File: src/rtl/sri_pkg.sv
package sri_pkg;
  localparam int unsigned NSLOT = 16;
  localparam int unsigned DW    = 8;

  localparam int unsigned OFS_CNT_LO = 0;
  localparam int unsigned OFS_CNT_MD = 1;
  localparam int unsigned OFS_FIFO   = 2;
  localparam int unsigned OFS_STAT   = 4;
  localparam int unsigned OFS_CAUSE  = 5;
  localparam int unsigned OFS_STEP   = 6;
  localparam int unsigned OFS_FLAGS  = 7;
  localparam int unsigned OFS_CONF_A = 8;
  localparam int unsigned OFS_CNT_HI = 14;

  localparam int unsigned BIT_IRQ = 7;
  localparam int unsigned BIT_TC  = 4;

  localparam logic [DW-1:0] ID_CODE    = 8'h04;
  localparam logic [DW-1:0] CONF_A_RST = 8'h07;
  localparam logic [DW-1:0] STEP_ACK   = 8'h04;

  typedef enum logic [1:0] {
    SK_SHADOW,   // write side only, read side fixed or owned elsewhere
    SK_BOTH,     // write lands in both copies
    SK_COUNT     // write side only, read side loaded by reload strobe
  } slot_kind_e;

  function automatic slot_kind_e slot_kind(input int unsigned ofs);
    if (ofs == OFS_CNT_LO || ofs == OFS_CNT_MD) return SK_COUNT;
    if (ofs == 3 || ofs == OFS_CONF_A || ofs >= 11) return SK_BOTH;
    return SK_SHADOW;
  endfunction

  function automatic logic [DW-1:0] slot_reset(input int unsigned ofs);
    if (ofs == OFS_CNT_HI) return ID_CODE;
    if (ofs == OFS_CONF_A) return CONF_A_RST;
    return '0;
  endfunction

  function automatic logic [DW-1:0] stat_after(input logic [DW-1:0] cur,
                                               input logic ack,
                                               input logic cnt_wr,
                                               input logic [DW-1:0] set,
                                               input logic [DW-1:0] clr);
    logic [DW-1:0] s;
    s = cur;
    if (ack) begin
      s[BIT_IRQ] = 1'b0;
      s[BIT_TC]  = 1'b0;
    end
    if (cnt_wr) s[BIT_TC] = 1'b0;
    return (s & ~clr) | set;
  endfunction
endpackage

File: src/rtl/sri_addr_decode.sv
module sri_addr_decode #(
  parameter int unsigned ADDR_W     = 8,
  parameter int unsigned ADDR_SHIFT = 2,
  parameter int unsigned IDX_W      = 4
) (
  input  logic [ADDR_W-1:0] addr,
  output logic [IDX_W-1:0]  idx,
  output logic              in_range
);
  import sri_pkg::*;
  logic [ADDR_W-1:0] full_idx;

  assign full_idx = addr >> ADDR_SHIFT;
  assign in_range = (full_idx < ADDR_W'(NSLOT));
  assign idx      = full_idx[IDX_W-1:0];
endmodule

File: src/rtl/sri_slot_bank.sv
module sri_slot_bank #(
  parameter int unsigned IDX_W = 4
) (
  input  logic                                      clk,
  input  logic                                      rst_n,
  input  logic                                      soft_rst,
  input  logic                                      wr_en,
  input  logic [IDX_W-1:0]                          idx,
  input  logic [sri_pkg::DW-1:0]                    wdata,
  input  logic                                      tc_reload,
  output logic [sri_pkg::NSLOT-1:0][sri_pkg::DW-1:0] copy_o,
  output logic [sri_pkg::NSLOT-1:0][sri_pkg::DW-1:0] shadow_o
);
  import sri_pkg::*;

  for (genvar g = 0; g < NSLOT; g++) begin : g_slot
    localparam slot_kind_e    KIND = slot_kind(g);
    localparam logic [DW-1:0] RVAL = slot_reset(g);
    logic          hit;
    logic [DW-1:0] shadow_q;

    assign hit = wr_en && (idx == IDX_W'(g));

    always_ff @(posedge clk or negedge rst_n) begin
      if (!rst_n)        shadow_q <= '0;
      else if (soft_rst) shadow_q <= '0;
      else if (hit)      shadow_q <= wdata;
    end
    assign shadow_o[g] = shadow_q;

    if (KIND == SK_BOTH) begin : g_both
      logic [DW-1:0] copy_q;
      always_ff @(posedge clk or negedge rst_n) begin
        if (!rst_n)        copy_q <= RVAL;
        else if (soft_rst) copy_q <= RVAL;
        else if (hit)      copy_q <= wdata;
      end
      assign copy_o[g] = copy_q;
    end else if (KIND == SK_COUNT) begin : g_count
      logic [DW-1:0] copy_q;
      always_ff @(posedge clk or negedge rst_n) begin
        if (!rst_n)         copy_q <= RVAL;
        else if (soft_rst)  copy_q <= RVAL;
        else if (tc_reload) copy_q <= shadow_q;
      end
      assign copy_o[g] = copy_q;
    end else begin : g_fixed
      assign copy_o[g] = RVAL;
    end
  end
endmodule

File: src/rtl/sri_status_ctl.sv
module sri_status_ctl (
  input  logic                   clk,
  input  logic                   rst_n,
  input  logic                   soft_rst,
  input  logic                   ack_rd,
  input  logic                   cnt_wr,
  input  logic [sri_pkg::DW-1:0] ev_stat_set,
  input  logic [sri_pkg::DW-1:0] ev_stat_clr,
  input  logic [sri_pkg::DW-1:0] ev_intr_set,
  input  logic                   ev_seq_load,
  input  logic [sri_pkg::DW-1:0] ev_seq_val,
  input  logic                   ev_flags_load,
  input  logic [sri_pkg::DW-1:0] ev_flags_val,
  output logic [sri_pkg::DW-1:0] stat_q,
  output logic [sri_pkg::DW-1:0] cause_q,
  output logic [sri_pkg::DW-1:0] step_q,
  output logic [sri_pkg::DW-1:0] flags_q,
  output logic                   irq_o
);
  import sri_pkg::*;
  logic [DW-1:0] stat_d, cause_d, step_d, flags_d;
  logic          irq_raise, irq_lower, irq_q;

  always_comb begin
    stat_d  = stat_after(stat_q, ack_rd, cnt_wr, ev_stat_set, ev_stat_clr);
    cause_d = (ack_rd ? '0 : cause_q) | ev_intr_set;
    step_d  = ev_seq_load ? ev_seq_val : (ack_rd ? STEP_ACK : step_q);
    flags_d = ev_flags_load ? ev_flags_val : flags_q;
  end

  // interrupt line moves only on edges of the status flag
  assign irq_raise = !stat_q[BIT_IRQ] &&  stat_d[BIT_IRQ];
  assign irq_lower =  stat_q[BIT_IRQ] && !stat_d[BIT_IRQ];

  always_ff @(posedge clk or negedge rst_n) begin
    if (!rst_n) begin
      stat_q <= '0; cause_q <= '0; step_q <= '0; flags_q <= '0; irq_q <= 1'b0;
    end else if (soft_rst) begin
      stat_q <= '0; cause_q <= '0; step_q <= '0; flags_q <= '0; irq_q <= 1'b0;
    end else begin
      stat_q  <= stat_d;
      cause_q <= cause_d;
      step_q  <= step_d;
      flags_q <= flags_d;
      if (irq_raise)      irq_q <= 1'b1;
      else if (irq_lower) irq_q <= 1'b0;
    end
  end

  assign irq_o = irq_q;
endmodule

File: src/rtl/scsi_regfile_irq.sv
module scsi_regfile_irq #(
  parameter int unsigned ADDR_W     = 8,
  parameter int unsigned ADDR_SHIFT = 2
) (
  input  logic                                  clk,
  input  logic                                  rst_n,
  input  logic                                  soft_rst,
  input  logic [ADDR_W-1:0]                     bus_addr,
  input  logic                                  bus_rd,
  input  logic                                  bus_wr,
  input  logic [7:0]                            bus_wdata,
  output logic [7:0]                            bus_rdata,
  input  logic [7:0]                            fifo_rdata,
  input  logic [7:0]                            ev_stat_set,
  input  logic [7:0]                            ev_stat_clr,
  input  logic [7:0]                            ev_intr_set,
  input  logic                                  ev_seq_load,
  input  logic [7:0]                            ev_seq_val,
  input  logic                                  ev_flags_load,
  input  logic [7:0]                            ev_flags_val,
  input  logic                                  tc_reload,
  output logic                                  irq_o,
  output logic                                  err_o,
  output logic [sri_pkg::NSLOT*sri_pkg::DW-1:0] wshadow_o
);
  import sri_pkg::*;
  localparam int unsigned IDX_W = $clog2(NSLOT);

  logic [IDX_W-1:0]            idx;
  logic                        in_range;
  logic                        wr_en;
  logic [NSLOT-1:0][DW-1:0]    copy_v, shadow_v;
  logic [DW-1:0]               stat_q, cause_q, step_q, flags_q;
  logic                        err_q;

  // named events, observed by the bound checker
  logic ack_rd_ev, cnt_wr_ev, oor_wr_ev, ro_wr_ev;

  sri_addr_decode #(.ADDR_W(ADDR_W), .ADDR_SHIFT(ADDR_SHIFT), .IDX_W(IDX_W)) u_dec (
    .addr(bus_addr), .idx(idx), .in_range(in_range)
  );

  assign wr_en     = bus_wr && in_range;
  assign ack_rd_ev = bus_rd && in_range && (idx == IDX_W'(OFS_CAUSE));
  assign cnt_wr_ev = wr_en && (idx == IDX_W'(OFS_CNT_LO) || idx == IDX_W'(OFS_CNT_MD));
  assign oor_wr_ev = bus_wr && !in_range;
  assign ro_wr_ev  = wr_en && (idx >= IDX_W'(OFS_STAT)) && (idx <= IDX_W'(OFS_FLAGS));

  sri_slot_bank #(.IDX_W(IDX_W)) u_bank (
    .clk(clk), .rst_n(rst_n), .soft_rst(soft_rst),
    .wr_en(wr_en), .idx(idx), .wdata(bus_wdata), .tc_reload(tc_reload),
    .copy_o(copy_v), .shadow_o(shadow_v)
  );

  sri_status_ctl u_stat (
    .clk(clk), .rst_n(rst_n), .soft_rst(soft_rst),
    .ack_rd(ack_rd_ev), .cnt_wr(cnt_wr_ev),
    .ev_stat_set(ev_stat_set), .ev_stat_clr(ev_stat_clr), .ev_intr_set(ev_intr_set),
    .ev_seq_load(ev_seq_load), .ev_seq_val(ev_seq_val),
    .ev_flags_load(ev_flags_load), .ev_flags_val(ev_flags_val),
    .stat_q(stat_q), .cause_q(cause_q), .step_q(step_q), .flags_q(flags_q),
    .irq_o(irq_o)
  );

  always_ff @(posedge clk or negedge rst_n) begin
    if (!rst_n)         err_q <= 1'b0;
    else if (soft_rst)  err_q <= 1'b0;
    else if (oor_wr_ev) err_q <= 1'b1;
  end
  assign err_o = err_q;

  always_comb begin
    bus_rdata = '0;
    if (in_range) begin
      unique case (idx)
        IDX_W'(OFS_FIFO):  bus_rdata = fifo_rdata;
        IDX_W'(OFS_STAT):  bus_rdata = stat_q;
        IDX_W'(OFS_CAUSE): bus_rdata = cause_q;
        IDX_W'(OFS_STEP):  bus_rdata = step_q;
        IDX_W'(OFS_FLAGS): bus_rdata = flags_q;
        default:           bus_rdata = copy_v[idx];
      endcase
    end
  end

  assign wshadow_o = shadow_v;
endmodule

File: config.mk
export PLATFORM = sky130hd
export DESIGN_NAME = scsi_regfile_irq
export DESIGN_NICKNAME = d
export VERILOG_FILES = /design/src/rtl/sri_pkg.sv /design/src/rtl/sri_addr_decode.sv /design/src/rtl/sri_slot_bank.sv /design/src/rtl/sri_status_ctl.sv /design/src/rtl/scsi_regfile_irq.sv
export SDC_FILE = /design/constraint.sdc
export NUM_CORES = 1
export LEC_CHECK = 0
export BUFFER_PORTS_ARGS = -buffer_cell sky130_fd_sc_hd__buf_2
export CORE_MARGIN = 2
export CORE_UTILIZATION = 59
export DETAILED_ROUTE_END_ITERATION = 8
export GPL_ROUTABILITY_DRIVEN = 0
export PLACE_DENSITY = 0.82
export SLEW_MARGIN = 20
export SYNTH_ARGS = -nofsm -noshare
export SYNTH_HDL_FRONTEND = slang
export SYNTH_SLANG_ARGS = --single-unit
File: constraint.sdc
create_clock -name clk -period 3.45 [get_ports clk]
set_input_delay 0.69 -clock clk [delete_from_list [all_inputs] [get_ports clk]]
set_output_delay 0.69 -clock clk [all_outputs]
set_load 0.01 [all_outputs]
==> results.toml, run 1 <==
[timing]
rsz0062_at_grt = "false"
worst_slack_ns = 0.372
slew_headroom = 0.440
tightest_slew_ns = 0.840
fin_worst_skew_ns = 0.00243
setup_violations = 0
min_period_ns = 3.08
period_share = 0.892
fmax_mhz = 325
hold_violations = 0
setup_tns_ns = 0
finalMaxSlewViolations = 0

[critical_path]
crit_chain = "buf_2 -> and2_1 -> buf_4 -> a22o_1 -> o22ai_1 -> a221oi_1 -> buf_2"
crit_required_ns = 2.76
reg2regPathDepth = 3
worstSetupPathType = "in2out"
end_kind = "output port"
reg2reg_slack_ns = 2.59
cp.arrival_ns = 2.39
path_common_cell = "buf_2"
start_kind = "primary input"
reg2reg_from = "u_stat.stat_q[4]"
slowest_stage = "a221oi_1"
worst-path-max-fanout = 12
slowest_delay_ns = 0.40
r2r_end = "u_stat.stat_q[4]"

[floorplanning]
die_x_um = 129
ios = 210
die_h_um = 129
start_util = 0.603
rows = 45
dieArea_sq_mm = 0.0166
coreArea_sq_mm = 0.0152

[synth]
avgSynthCellArea_sq_um = 10.8
synth_area_sq_mm = 0.00917
yosys.area.top_type = "dfrtp_1"
yosysMostFrequentCell = "dfrtp_1"
synth_top_cells_by_count = "dfrtp_1 (178), nor2_1 (177), mux2i_1 (157)"
async_reset_ff_frac = 1.00
synth.distinct_cells = 52
synth_fp_nets = 921
synth_cells = 849
synth_top_area_frac = 0.486
yosysSeqAreaShare = 0.497
synth_edf_count = 0
synth-seq-cells = 182
synthTopCellsByArea = "dfrtp_1 (49%), mux2i_1 (17%), nor2_1 (7.2%), buf_4 (5.2%), a21oi_1 (2.0%)"
synth_top_flop_cell = "dfrtp_1"
ys.warnings.count = 0

[finish]
fillers = 1149
area_growth_pct = 14.1
layout.nets = 1049
diodes = 0
utilization = 0.689
drive_gt1_frac = 0.296

[routing]
postRouteAntennaNets = 0
totalWireLength_um = 24100
via_per_inst = 5.81
post_drt_wl_per_cell_um = 20.5
drtPass1Iterations = 5
initialDrtViolationCount = 570
vias = 6847
remaining_drc_errors = 0

[clock_network]
cts_resized = 0
cts_buffers = 17
cts_root_buf = "clkbuf_16"
hold_buffers = 0
cts_tree = "yes"
post_cts_buffers = 0
clkSinkCount = 182
clockBufferDepth = 2
cts.clk_slew.worst_paths_ns = 0.07
clk_latency_ns = 0.43
h-tree-depth = 4

[global_routing]
grt_pass1_wl_um = 37600
antenna_found_initial = 0
grt_pass1_vias = 6741
grt_overflow = 0
grt_use_total = 0.300
grt_max_degree = 106

[status]
status = "completed"

[run]
maxCapViolations = 0

[power_and_ir_drop]
pwr_density_cell_mw_per_mm2 = 428
irDropWorstVdd_mv = 0.459
leakage_nw = 5.96

[placed_design]
portBuffers = 207
place_ws_ns = 0.395
hpwl_um = 16100

[min_path]
hold_class = "in2async"
==> placed cells by master (no fill, tap or decap), types with 11 or more instances in the layout <==
cell,Yosys,routed
buf_2,13,205
dfrtp_1,178,178
nor2_1,177,177
mux2i_1,157,157
a21oi_1,37,37
nand2_1,22,22
buf_4,63,22
clkbuf_16,0,17
inv_1,11,11
==> metrics by stage <==
stage	cells	instance area [sq um]	power, mW	hold WS, ns
2_1_floorplan	849	9170	2.45	0.394
3_3_place_gp	1146	9900	2.62	0.460
3_5_place_dp	1146	9900	2.63	0.480
4_1_cts	1178	10500	4.50	0.379
5_1_grt	1178	10500	4.63	0.408
6_report	1178	10500	4.48	0.348
==> cell families (layout without fill, tap and decap cells) <==
family,after synthesis,count (layout),synth area share
and+or+nand+nor,251,251,0.130
DFF,182,182,0.497
muxes,169,169,0.198
buffers and inverters,133,274,0.0877
AOI/OAI and AO/OA,114,114,0.0873
==> per-layer routing <==
layer | routed length [um] | GRT usage | up-vias
met1 | 10100 | 0.397 | 3368
met5 | 0 | 0 | -
li1 | - | - | 3127
met2 | 11700 | 0.495 | 319
met4 | 489 | 0.0940 | 0
met3 | 1810 | 0.0707 | 33
==> power breakdown <==
part / internal, mW / total [mW] / switching [mW]
Clock: 1.01 / 1.89 / 0.875
Sequential: 2.16 / 2.19 / 0.0212
Combinational: 0.143 / 0.405 / 0.262
==> worst max-delay path, delay by kind of cell <==
family | cells | cell delay, ns
compound gates | 3 | 0.69
buf+inv | 3 | 0.69
simple gates | 1 | 0.30
==> registers in the layout (all words and copies together) (netlist names) <==
| name | flops |
|---|---|
| u_bank.g_slot.shadow_q | 117 |
| u_bank.g_slot.g_count.copy_q | 16 |
| u_bank.g_slot.g_both.copy_q | 15 |
| u_stat.cause_q | 8 |
| u_stat.flags_q | 8 |
| u_stat.stat_q | 8 |
| u_stat.step_q | 8 |
| err_o | 1 |
| u_stat.irq_o | 1 |
==> layout make-up <==
type | instances | area (sq um) | share of cell area
well taps | 188 | 235 | 0.0225
flip-flops and latches | 182 | 4560 | 0.435
clock buffers | 18 | 429 | 0.0410
clock inverters | 14 | 140 | 0.0134
repair buffers | 231 | 1260 | 0.120
multi-input cells | 534 | 3810 | 0.364
inverters | 11 | 41.3 | 0.00394
==> how the worst max path moves through the flow <==
| stage | startpoint | to | slack (ns) |
|---|---|---|---|
| floorplan | bus_addr[3] | bus_rdata[3] | 0.92 |
| global placement | bus_addr[2] | u_stat.stat_q[4] | 0.42 |
| detailed placement | bus_addr[2] | u_stat.stat_q[4] | 0.40 |
| CTS | bus_addr[2] | bus_rdata[5] | 0.41 |
| global route | bus_addr[2] | bus_rdata[0] | 0.24 |
| finish | bus_addr[2] | bus_rdata[5] | 0.37 |
Note: power is estimated with default switching activity, not from simulation.
==> run 2: changes to the inputs <==
--- a/config.mk
+++ b/config.mk
@@ -11,6 +11,7 @@
 export DETAILED_ROUTE_END_ITERATION = 8
 export GPL_ROUTABILITY_DRIVEN = 0
 export PLACE_DENSITY = 0.82
+export RECOVER_POWER = 25
 export SLEW_MARGIN = 20
 export SYNTH_ARGS = -nofsm -noshare
 export SYNTH_HDL_FRONTEND = slang
==> run 2 against run 1 <==
  * The flow now finishes with violations (capacitance limit, slew limit)
  * Flip-flop and latch count unchanged
  * Wire length about the same
  * Non-clock buffer count unchanged
  * Sequential share of layout area up 0.078 points
  * Final area down 0.18%
  * Power about the same
  * Critical path depth unchanged
  * Fmax down 0.72%
  * Clock skew up 0.0030 ns
  * Final cell count unchanged
  * Register-to-register slack worse by 0.03 ns
  * Sequential power about the same
==> results.toml, run 2 (synthesis gave the netlist of run 1 again) <==
[finish]
layout.nets = 1049
regMostFlops = "u_bank.g_slot.shadow_q"
diodes = 0
largestRegisters = "u_bank.g_slot.shadow_q (117), u_bank.g_slot.g_count.copy_q (16), u_bank.g_slot.g_both.copy_q (15)"
area_growth_pct = 13.9
fin_area_sq_mm = 0.0105
fillers = 1154
largest_reg_flops = 117
drive_gt1_frac = 0.295
layout_common_cells = "buf_2 (205), dfrtp_1 (178), nor2_1 (177), mux2i_1 (157), a21oi_1 (37)"
final_common_cell = "buf_2"

[critical_path]
reg2regPathDepth = 2
crit_family = "compound AO/OA/AOI/OAI gates"
slowest_delay_ns = 0.42
slowest_stage = "a221oi_1"
crit_chain = "buf_2 -> and2_1 -> buf_4 -> a22o_1 -> o22ai_1 -> a221oi_1 -> buf_2"
reg2reg_from = "u_stat.stat_q[2]"
cp.depth = 7
reg2reg_slack_ns = 2.56
crit_required_ns = 2.76
crit_buf_inv = 3
end_kind = "output port"
worstSetupPathType = "in2out"
r2r_end = "u_stat.stat_q[2]"
path_common_cell = "buf_2"
cp-startpoint = "bus_addr[2]"
cp.arrival_ns = 2.41
start_kind = "primary input"
worst-path-max-fanout = 12

[routing]
post_drt_wl_per_cell_um = 20.5
drtPass1Iterations = 6
postRouteAntennaNets = 0
initialDrtViolationCount = 543
remaining_drc_errors = 0
via_per_inst = 5.80
totalWireLength_um = 24100
vias = 6835

[floorplanning]
rows = 45
die_h_um = 129
dieArea_sq_mm = 0.0166
coreArea_sq_mm = 0.0152
start_util = 0.603
die_x_um = 129
ios = 210

[global_routing]
grt_overflow = 0
antenna_found_initial = 0
grt_pass1_wl_um = 37600
grt_use_total = 0.300
grt_max_degree = 106
grt_pass1_vias = 6741

[timing]
finalMaxSlewViolations = 206
min_period_ns = 3.10
setup_tns_ns = 0
fin_worst_skew_ns = 0.00544
fmax_mhz = 323
slew_headroom = -0.719
hold_violations = 0
hold_slack_ns = 0.481
worst_slack_ns = 0.350
period_share = 0.899
setup_violations = 0
rsz0062_at_grt = "false"
tightest_slew_ns = 2.58

[status]
failed_checks = "capacitance limit, slew limit"
status = "complete, but fails checks"

[clock_network]
hold_buffers = 0
cts_buffers = 17
cts_tree = "yes"
post_cts_buffers = 0
cts_root_buf = "clkbuf_16"
clk_latency_ns = 0.43
cts_resized = 0
cts.clk_slew.worst_paths_ns = 0.06
h-tree-depth = 4
clockBufferDepth = 2
clkSinkCount = 182

[min_path]
min_from = "ev_stat_set[6]"
min_path_cells = 3
holdPathEnd = "u_stat.stat_q[6]"
hold_class = "in2reg"

[placed_design]
hpwl_um = 16100
portBuffers = 207
place_ws_ns = 0.395
placed_area_sq_mm = 0.00990

[run]
maxCapViolations = 2

[power_and_ir_drop]
pwr_density_cell_mw_per_mm2 = 429
leakage_nw = 5.95
power_mw = 4.48
irDropWorstVdd_mv = 0.459
run 2: final cells by class:
type	instances	area [sq um]	area share
multi-input combinational	534	3810	0.364
sequential	182	4560	0.436
timing repair buffer	231	1240	0.118
inverter	11	41.3	0.00395
clock buffer	18	429	0.0411
clock inverter	14	140	0.0134
tap	188	235	0.0225
run 2: routing by layer:
metal	track usage	up-vias	part of all wire
li1	-	3122	-
met1	0.397	3350	0.42
met2	0.495	324	0.49
met3	0.0707	39	0.078
met4	0.0940	0	0.022
met5	0	-	0
run 2: report_power, final:
group          internal, mW  switching, mW
sequential             2.16         0.0211
combinational         0.142          0.261
clock                  1.01          0.878
run 2: worst max-delay path by stage:
stage	slack, ns	end
after floorplan	0.92	bus_rdata[3]
after global placement	0.42	u_stat.stat_q[4]
after detailed placement	0.40	u_stat.stat_q[4]
after CTS	0.41	bus_rdata[5]
after global routing	0.24	bus_rdata[0]
final	0.35	bus_rdata[5]
run 2: tightest hold or removal path: cells and delay by family:
kind | cells | cell delay [ns]
compound gates | 1 | 0.03
buf+inv | 1 | 0.07
simple gates | 1 | 0.07
run 2: metrics by stage:
stage          instances  utilization
2_1_floorplan        849            -
3_3_place_gp        1146        0.651
3_5_place_dp        1146        0.651
4_1_cts             1178        0.689
5_1_grt             1178        0.688
6_report            1178        0.688
==> run 3: changes to the inputs <==
--- a/config.mk
+++ b/config.mk
@@ -6,13 +6,14 @@
 export NUM_CORES = 1
 export LEC_CHECK = 0
 export BUFFER_PORTS_ARGS = -buffer_cell sky130_fd_sc_hd__buf_2
+export CORE_ASPECT_RATIO = 0.9
 export CORE_MARGIN = 2
-export CORE_UTILIZATION = 59
+export CORE_UTILIZATION = 60
 export DETAILED_ROUTE_END_ITERATION = 8
 export GPL_ROUTABILITY_DRIVEN = 0
 export PLACE_DENSITY = 0.82
-export RECOVER_POWER = 25
 export SLEW_MARGIN = 20
 export SYNTH_ARGS = -nofsm -noshare
 export SYNTH_HDL_FRONTEND = slang
+export SYNTH_HIERARCHICAL = 1
 export SYNTH_SLANG_ARGS = --single-unit
==> run 3 against run 2 <==
  * The flow now finishes without violations
  * Synthesized cell count grew 2.1%
  * Critical endpoint unchanged
  * Non-clock buffer count shrank 9
  * Wire length grew 2.1%
  * Critical path depth shrank 1
  * Largest cell class unchanged
==> results.toml, run 3 <==
[placed_design]
portBuffers = 207
numPlacedInstances = 1172
hpwl_um = 16400

[timing]
hold_violations = 0
period_share = 0.918
slew_headroom = 0.338
fin_worst_skew_ns = 0.00509
setup_violations = 0
tightest_slew_ns = 0.993
rsz0062_at_grt = "false"
fmax_mhz = 316
setup_tns_ns = 0
min_period_ns = 3.17
finalMaxSlewViolations = 0
hold_slack_ns = 0.325

[finish]
diodes = 0
drive_gt1_frac = 0.296
final_common_cell = "buf_2"
regMostFlops = "u_bank/g_slot.shadow_q"
layout_common_cells = "buf_2 (205), dfrtp_1 (178), mux2i_1 (173), nand2b_1 (149), nor2_1 (37)"
area_growth_pct = 13.7
stdcell_count = 1204
largest_reg_flops = 88
largestRegisters = "u_bank/g_slot.shadow_q (88), u_bank/g_slot.g_both.copy_q (44), u_bank/g_slot.g_count.copy_q (16)"
utilization = 0.692
layout.nets = 1056
fillers = 1223

[clock_network]
cts.clk_slew.worst_paths_ns = 0.07
cts_buffers = 17
clockBufferDepth = 2
h-tree-depth = 4
clk_latency_ns = 0.43
hold_buffers = 0
post_cts_buffers = 0
cts_resized = 0
cts_tree = "yes"
cts_root_buf = "clkbuf_16"
clkSinkCount = 182

[power_and_ir_drop]
pwr_density_cell_mw_per_mm2 = 443
irDropWorstVdd_mv = 0.389
leakage_nw = 6.23

[critical_path]
cp.arrival_ns = 2.48
end_kind = "output port"
crit_family = "multiplexers"
crit_chain = "buf_2 -> buf_12 -> mux4_2 -> mux2i_1 -> o32ai_1 -> buf_2"
slowest_delay_ns = 0.53
slowest_stage = "mux4_2"
path_common_cell = "buf_2"
worst-path-max-fanout = 23
crit_required_ns = 2.76
crit_buf_inv = 3
start_kind = "primary input"
worstSetupPathType = "in2out"

[routing]
postRouteAntennaNets = 0
totalWireLength_um = 24700
remaining_drc_errors = 0
post_drt_wl_per_cell_um = 20.5
vias = 6812
drtPass1Iterations = 5
via_per_inst = 5.66
initialDrtViolationCount = 491

[global_routing]
antenna_found_initial = 0
grt_pass1_wl_um = 39100
grt_max_degree = 98
grt_use_total = 0.289
grt_pass1_vias = 6858
grt_overflow = 0

[synth]
ys.warnings.count = 6
avgSynthCellArea_sq_um = 11.2
synth_cells = 867
synth_area_sq_mm = 0.00975

[floorplanning]
coreArea_sq_mm = 0.0160
start_util = 0.609
die_h_um = 125
ios = 210
die_x_um = 138
dieArea_sq_mm = 0.0173
rows = 44

[run]
maxCapViolations = 0

[status]
status = "completed"

[min_path]
hold_class = "in2async"
## run 3: power breakdown
group / switching (mW) / internal (mW)
Combinational: 0.253 / 0.171
Sequential: 0.0186 / 2.16
Clock: 0.864 / 1.44
Total: 1.14 / 3.78
## run 3: metrics by stage
step / setup WS (ns) / power [mW] / instance area [sq um]
finish: 0.285 / 4.91 / 11100
global route: 0.221 / 5.07 / 11100
CTS: 0.376 / 4.93 / 11100
detailed placement: 0.376 / 2.64 / 10400
global placement: 0.430 / 2.64 / 10400
floorplan: 0.929 / 2.49 / 9810
## run 3: final timing paths
check	from	endpoint	slack [ns]	depth (start not counted)
hold / removal	rst_n	u_stat/cause_q[5]	0.33	1
min in group clk	ev_intr_set[3]	u_stat/cause_q[3]	0.47	2
setup / recovery	bus_addr[2]	bus_rdata[5]	0.28	6
max in group asynchronous	rst_n	u_bank/g_slot[8].g_both.copy_q[1]	2.28	2
hold reg to reg	u_bank/g_slot[14].g_both.copy_q[2]	u_bank/g_slot[14].g_both.copy_q[2]	0.52	2
setup reg to reg	u_stat/step_q[1]	u_stat/step_q[1]	2.48	2
## run 3: final cells by class
type                    instances  area (sq um)  area share
repair buffers                222          1220       0.110
clock buffers                  17           425      0.0384
clock inverters                15           272      0.0245
well taps                     207           259      0.0234
inverters                       4          15.0     0.00135
flip-flops and latches        182          4560       0.411
multi-input cells             557          4340       0.391
## run 3: metal layers
layer,vias to the layer above,global-route usage,wire length (um)
met4,0,0.0900,553
met5,-,0,0
li1,3095,-,-
met2,236,0.448,11600
met3,40,0.0586,1540
met1,3441,0.417,11000
